===== src/rtl/clk_stop_pkg.sv =====
package clk_stop_pkg;
  localparam int SYNC_DEPTH     = 2;
  localparam int CPU_QUAL_EDGES = 2;
  localparam int PCI_QUAL_EDGES = 1;

  typedef enum logic {
    EDGE_RISE = 1'b0,
    EDGE_FALL = 1'b1
  } edge_e;
endpackage


===== src/rtl/cs_req_sync.sv =====
// Synchronizes an active-low request pin; req is active high.
module cs_req_sync #(
  parameter int DEPTH = clk_stop_pkg::SYNC_DEPTH
) (
  input  logic clk,
  input  logic rst_n,
  input  logic pin_n,
  output logic req
);
  logic [DEPTH-1:0] stages;

  always_ff @(posedge clk or negedge rst_n) begin
    if (!rst_n) stages <= '1;
    else        stages <= {stages[DEPTH-2:0], pin_n};
  end

  assign req = ~stages[DEPTH-1];
endmodule


===== src/rtl/cs_edge_qual.sv =====
// Arms once a held request has been seen on EDGES edges of the gated source.
module cs_edge_qual
  import clk_stop_pkg::*;
#(
  parameter int    EDGES = 2,
  parameter edge_e KIND  = EDGE_FALL
) (
  input  logic clk,
  input  logic rst_n,
  input  logic src,
  input  logic req,
  output logic armed
);
  localparam int CW = $clog2(EDGES + 1);

  logic          src_d;
  logic          hit;
  logic [CW-1:0] cnt;

  generate
    if (KIND == EDGE_FALL) begin : g_fall
      assign hit = src_d & ~src;
    end else begin : g_rise
      assign hit = ~src_d & src;
    end
  endgenerate

  always_ff @(posedge clk or negedge rst_n) begin
    if (!rst_n) begin
      src_d <= 1'b0;
      cnt   <= '0;
    end else begin
      src_d <= src;
      if (!req)                             cnt <= '0;
      else if (hit && cnt != CW'(EDGES))    cnt <= cnt + 1'b1;
    end
  end

  assign armed = (cnt == CW'(EDGES));
endmodule


===== src/rtl/cs_gate_lane.sv =====
// Gates WIDTH copies of one source. A gate flips only while src == PARK;
// a held output shows PARK ^ INVERT, a running one src ^ INVERT.
module cs_gate_lane #(
  parameter int WIDTH  = 1,
  parameter bit PARK   = 1'b0,
  parameter bit INVERT = 1'b0
) (
  input  logic             clk,
  input  logic             rst_n,
  input  logic             src,
  input  logic [WIDTH-1:0] stop,
  input  logic [WIDTH-1:0] en,
  output logic [WIDTH-1:0] gclk
);
  localparam bit HOLD_LEVEL = PARK ^ INVERT;

  logic [WIDTH-1:0] held;

  always_ff @(posedge clk or negedge rst_n) begin
    if (!rst_n) begin
      held <= '0;
      gclk <= '0;
    end else begin
      for (int b = 0; b < WIDTH; b++) begin
        if (src == PARK) held[b] <= stop[b];
        gclk[b] <= en[b] & (held[b] ? HOLD_LEVEL : (src ^ INVERT));
      end
    end
  end
endmodule


===== src/rtl/clk_stop_gate.sv =====
module clk_stop_gate
  import clk_stop_pkg::*;
#(
  parameter int N_CPU     = 2,
  parameter int N_PCI     = 6,
  parameter int N_PCIF    = 2,
  parameter int N_AUX     = 3,
  parameter int SYNC      = SYNC_DEPTH,
  parameter int CPU_EDGES = CPU_QUAL_EDGES,
  parameter int PCI_EDGES = PCI_QUAL_EDGES
) (
  input  logic              clk,
  input  logic              rst_n,
  input  logic              cpu_src,
  input  logic              pci_src,
  input  logic [N_AUX-1:0]  aux_src,
  input  logic              cpu_stop_n,
  input  logic              pci_stop_n,
  input  logic              pwr_dn_n,
  input  logic              pci_run_reg,
  input  logic              pd_hiz_mode,
  input  logic [N_CPU-1:0]  cpu_stoppable,
  input  logic [N_PCIF-1:0] pcif_stoppable,
  input  logic [N_CPU-1:0]  cpu_en,
  input  logic [N_PCI-1:0]  pci_en,
  input  logic [N_PCIF-1:0] pcif_en,
  input  logic [N_AUX-1:0]  aux_en,
  output logic [N_CPU-1:0]  cpu_t,
  output logic [N_CPU-1:0]  cpu_c,
  output logic              cpu_oe,
  output logic [N_PCI-1:0]  pci_out,
  output logic [N_PCIF-1:0] pcif_out,
  output logic [N_AUX-1:0]  aux_out
);
  logic cpu_req, pci_pin_req, pd_req;
  logic cpu_armed, pci_armed, pd_armed;
  logic hiz_q;
  logic [N_CPU-1:0]  cpu_stop_v, t_raw, c_raw;
  logic [N_PCI-1:0]  pci_stop_v;
  logic [N_PCIF-1:0] pcif_stop_v;

  // request synchronizers
  cs_req_sync #(.DEPTH(SYNC)) u_sync_cpu (.clk(clk), .rst_n(rst_n), .pin_n(cpu_stop_n), .req(cpu_req));
  cs_req_sync #(.DEPTH(SYNC)) u_sync_pci (.clk(clk), .rst_n(rst_n), .pin_n(pci_stop_n), .req(pci_pin_req));
  cs_req_sync #(.DEPTH(SYNC)) u_sync_pd  (.clk(clk), .rst_n(rst_n), .pin_n(pwr_dn_n),   .req(pd_req));

  // edge qualification in the domain of the gated clock
  cs_edge_qual #(.EDGES(CPU_EDGES), .KIND(EDGE_FALL)) u_qual_cpu (
    .clk(clk), .rst_n(rst_n), .src(cpu_src), .req(cpu_req), .armed(cpu_armed));
  cs_edge_qual #(.EDGES(CPU_EDGES), .KIND(EDGE_FALL)) u_qual_pd (
    .clk(clk), .rst_n(rst_n), .src(cpu_src), .req(pd_req), .armed(pd_armed));
  cs_edge_qual #(.EDGES(PCI_EDGES), .KIND(EDGE_RISE)) u_qual_pci (
    .clk(clk), .rst_n(rst_n), .src(pci_src), .req(pci_pin_req | ~pci_run_reg), .armed(pci_armed));

  assign cpu_stop_v  = ({N_CPU{cpu_armed}} & cpu_stoppable) | {N_CPU{pd_armed}};
  assign pci_stop_v  = {N_PCI{pci_armed | pd_armed}};
  assign pcif_stop_v = ({N_PCIF{pci_armed}} & pcif_stoppable) | {N_PCIF{pd_armed}};

  // line-release flag, moved only while the true phase is at its park level
  always_ff @(posedge clk or negedge rst_n) begin
    if (!rst_n)       hiz_q <= 1'b0;
    else if (cpu_src) hiz_q <= pd_armed & pd_hiz_mode;
  end

  cs_gate_lane #(.WIDTH(N_CPU), .PARK(1'b1), .INVERT(1'b0)) u_lane_cpu_t (
    .clk(clk), .rst_n(rst_n), .src(cpu_src), .stop(cpu_stop_v), .en(cpu_en), .gclk(t_raw));
  cs_gate_lane #(.WIDTH(N_CPU), .PARK(1'b1), .INVERT(1'b1)) u_lane_cpu_c (
    .clk(clk), .rst_n(rst_n), .src(cpu_src), .stop(cpu_stop_v), .en(cpu_en), .gclk(c_raw));

  assign cpu_t  = t_raw & {N_CPU{~hiz_q}};
  assign cpu_c  = c_raw & {N_CPU{~hiz_q}};
  assign cpu_oe = ~hiz_q;

  cs_gate_lane #(.WIDTH(N_PCI), .PARK(1'b0), .INVERT(1'b0)) u_lane_pci (
    .clk(clk), .rst_n(rst_n), .src(pci_src), .stop(pci_stop_v), .en(pci_en), .gclk(pci_out));
  cs_gate_lane #(.WIDTH(N_PCIF), .PARK(1'b0), .INVERT(1'b0)) u_lane_pcif (
    .clk(clk), .rst_n(rst_n), .src(pci_src), .stop(pcif_stop_v), .en(pcif_en), .gclk(pcif_out));

  generate
    for (genvar k = 0; k < N_AUX; k++) begin : g_aux
      cs_gate_lane #(.WIDTH(1), .PARK(1'b0), .INVERT(1'b0)) u_lane_aux (
        .clk(clk), .rst_n(rst_n), .src(aux_src[k]), .stop(pd_armed),
        .en(aux_en[k]), .gclk(aux_out[k]));
    end
  endgenerate
endmodule


===== config.mk =====
export PLATFORM = sky130hd
export DESIGN_NAME = clk_stop_gate
export DESIGN_NICKNAME = d
export VERILOG_FILES = /design/src/rtl/clk_stop_pkg.sv /design/src/rtl/cs_req_sync.sv /design/src/rtl/cs_edge_qual.sv /design/src/rtl/cs_gate_lane.sv /design/src/rtl/clk_stop_gate.sv
export SDC_FILE = /design/constraint.sdc
export NUM_CORES = 1
export LEC_CHECK = 0
export ABC_CLOCK_PERIOD_IN_PS = 1800
export BUFFER_PORTS_ARGS = -buffer_cell sky130_fd_sc_hd__buf_2
export CORE_MARGIN = 4
export CORE_UTILIZATION = 52
export DETAILED_ROUTE_END_ITERATION = 8
export MAX_ROUTING_LAYER = met4
export PLACE_DENSITY = 0.86
export REMOVE_ABC_BUFFERS = 1
export SLEW_MARGIN = 10
export SYNTH_ARGS = -nofsm -noshare
export SYNTH_HDL_FRONTEND = slang
export SYNTH_HIERARCHICAL = 1
export SYNTH_SLANG_ARGS = --single-unit

===== constraint.sdc =====
create_clock -name clk -period 1.8 [get_ports clk]
set_input_delay 0.18 -clock clk [delete_from_list [all_inputs] [get_ports clk]]
set_output_delay 0.18 -clock clk [all_outputs]
set_load 0.01 [all_outputs]

==> results.tsv <==
metric	value	unit
grt total ovfl	0	
Setup Total Neg Slack	0	ns
worst vdd ir	560	uV
n_diodes	0	
Skew-Pair Late Insertion Delay	0.34	ns
cts repair resizes	0	
Worst Path Arrival	1.76	ns
initial DRC count	38	
Tmin final	1.52	ns
Fill cells	248	
final setup violation count	0	
Synth cell types	20	
syn avg cell area	15.7	sq um
status	completed	
vias in the first global route	1139	
num ports	45	
first-pass GRT wire length	5.21	mm
Via density	4.84	
R2R Path Start	u_qual_pd/cnt[0]	
First-pass DRT Iterations	4	
CORE AREA	3150	sq um
initial core utilization	0.558	
HPWL Detailed	2.17	mm
layout cells sized above 1	0.548	
drt total wl	3.03	mm
Root Buffer	clkbuf_4	
Setup WS pre-CTS	0.310	ns
CP required	2.03	ns
Post-synth EDFFs	0	
gpl congestion	0.748	
Hold Path End	u_lane_cpu_t/gclk[0]	
pin count of the biggest net entering global routing	46	
Max Cap Violations	0	
Sw Ratio	0.218	
P_sw	439	uW
CP startpoint kind	flip-flop	
Cell Area, Synth	1760	sq um
Synth area leader	dfrtp_1	
Hold Crit Class	input pin to flip-flop	
Max Slew Vio Count	0	
initial antenna violation count	0	
CTS tree	built	
Clk pwr share	0.310	
# port buffers	44	
R2R Setup Slk	0.28	ns
Power Density	935	nW/um^2
CTS H-tree depth	2	
asr flop ratio synth	1.00	
Inserted Clock Buffers	5	
nets	198	
Critical Path Start	u_qual_pd/cnt[0]	
Clock transition at path regs	0.13	ns
Critical Path Fanout Max	10	
Comb pwr share	0.125	
GRT Total Usage	0.164	
Pint	1580	uW
cell count after synthesis	112	
Seq pwr share	0.565	
via count	1026	
DP Cell Count	200	
CP Class	flip-flop to flip-flop	
wire per inst	14.3	um
Die Height	66.1	um
Worst-Margin Slew	0.542	ns
post-route ant nets	0	
synthesis-to-finish area growth	22.6	%
DRC viols	0	
Synth Register Bits	45	
Worst Hold Launch	cpu_en[0]	
FF-to-FF path depth	4	
max_slew headroom	0.639	
synth top area cells	dfrtp_1 (56%), dfstp_2 (9.0%), and3b_2 (6.3%), mux2_4 (6.0%), mux2_2 (5.1%)	
sequential area share after synthesis	0.645	
die width	66.1	um
clk_skew	0.0123	ns
clock buffer depth	2	
final worst slack	0.275	ns
hold depth	2	
Hold Violations, Final	0	
clock sink total	45	
top-count cell post-synth	dfrtp_1	
Worst Setup End Kind	flip-flop	
Most used DFF post-synth	dfrtp_1	
Synth warnings	6	
DIE AREA	4380	sq um
Core Rows	20	
leak pwr	0.00114	uW
R2R Path End	u_lane_pci/held[0]	
Yosys top cell area share	0.555	
Layout Cells excl Fill	212	
Tcrit/Tclk final	0.847	
top post-synthesis cells by count	dfrtp_1 (39), and3b_2 (11), mux2_2 (8), mux2_4 (7)	
unrepaired setup endpoints after global routing	false	
Max Freq	0.656	GHz
-- cell usage in the layout, fill, tap and decap left out, drive strengths merged --
cell | synthesis | final
a21o | 4 | 4
nor3b | 4 | 4
nor2b | 1 | 1
dfstp | 6 | 6
clkbuf | 0 | 7
nand2b | 5 | 5
nand2 | 4 | 4
nand3 | 1 | 1
inv | 6 | 6
bufinv | 0 | 1
and3b | 11 | 11
mux2i | 4 | 4
ha | 2 | 2
o21ai | 1 | 1
buf | 1 | 45
o21a | 3 | 3
dfrtp | 39 | 39
mux2 | 15 | 15
and2b | 4 | 4
or2 | 1 | 1
dlygate4sd3 | 0 | 4
-- power by group through the flow --
stage	Combinational (uW)	Clock [uW]	Sequential [uW]
detailed placement	249	0	1160
finish	251	625	1140
CTS	256	645	1140
global route	279	692	1150
global placement	234	0	1150
floorplan	133	0	1150
-- worst max-delay path: stages, from the launching register on --
cell and delay (ns):
dfrtp_1 0.39, inv_1 0.05, ha_1 0.34, or2_1 0.34, mux2_2 0.29
-- how the worst max path moves through the flow --
stage | to | cells after the start
finish | u_lane_pci/held[0] | 4
global route | u_lane_pci/held[3] | 4
CTS | u_lane_pci/held[0] | 4
detailed placement | u_lane_pci/held[0] | 4
global placement | u_lane_pci/held[1] | 4
floorplan | u_lane_pci/held[1] | 4
-- metrics by stage --
step / cell area (sq um) / hold WS, ns / utilization / power [uW]
finish: 2150 / 0.0447 / 0.683 / 2010
global route: 2150 / 0.0276 / 0.683 / 2120
CTS: 2150 / 0.0379 / 0.683 / 2040
detailed placement: 2030 / 0.286 / 0.644 / 1410
global placement: 2030 / 0.272 / 0.644 / 1390
floorplan: 1750 / -0.116 / - / 1290
-- timing repair --
action / 4_1_cts / 5_1_grt
hold endpoints to repair: 42 / 0
setup endpoints to repair: 0 / 0
buffers inserted: 0 / 0
hold buffers: 4 / 0
-- layout make-up --
type                            count  area [sq um]  area share
Clock buffer                        7          55.1      0.0256
Clock inverter                      1          30.0      0.0139
Inverter                            6          22.5      0.0105
Multi-Input combinational cell     60           591       0.274
Sequential cell                    45          1130       0.526
Tap cell                           44          55.1      0.0256
Timing Repair Buffer               49           268       0.124
-- routing by layer --
metal,up-vias,global-route usage,share of wire
li1,486,-,-
met3,7,0.0527,0.074
met1,496,0.194,0.42
met5,-,-,0
met4,0,0.0533,0.015
met2,37,0.265,0.49
-- cells by family after synthesis --
kind of cell / synth area share
adders and majority gates: 0.0142
buffers and inverters: 0.0192
DFF: 0.645
muxes: 0.134
and+or+nand+nor: 0.153
AOI/OAI and AO/OA: 0.0349
-- sequential cells by signal, summed over array words and instances (netlist names), 3 cells and up --
name and count:
g_aux.u_lane_aux/gclk 3, u_lane_pci/held 6, u_lane_pci/gclk 6, g_aux.u_lane_aux/held 3
No activity file was read; power rests on OpenSTA's default activity.
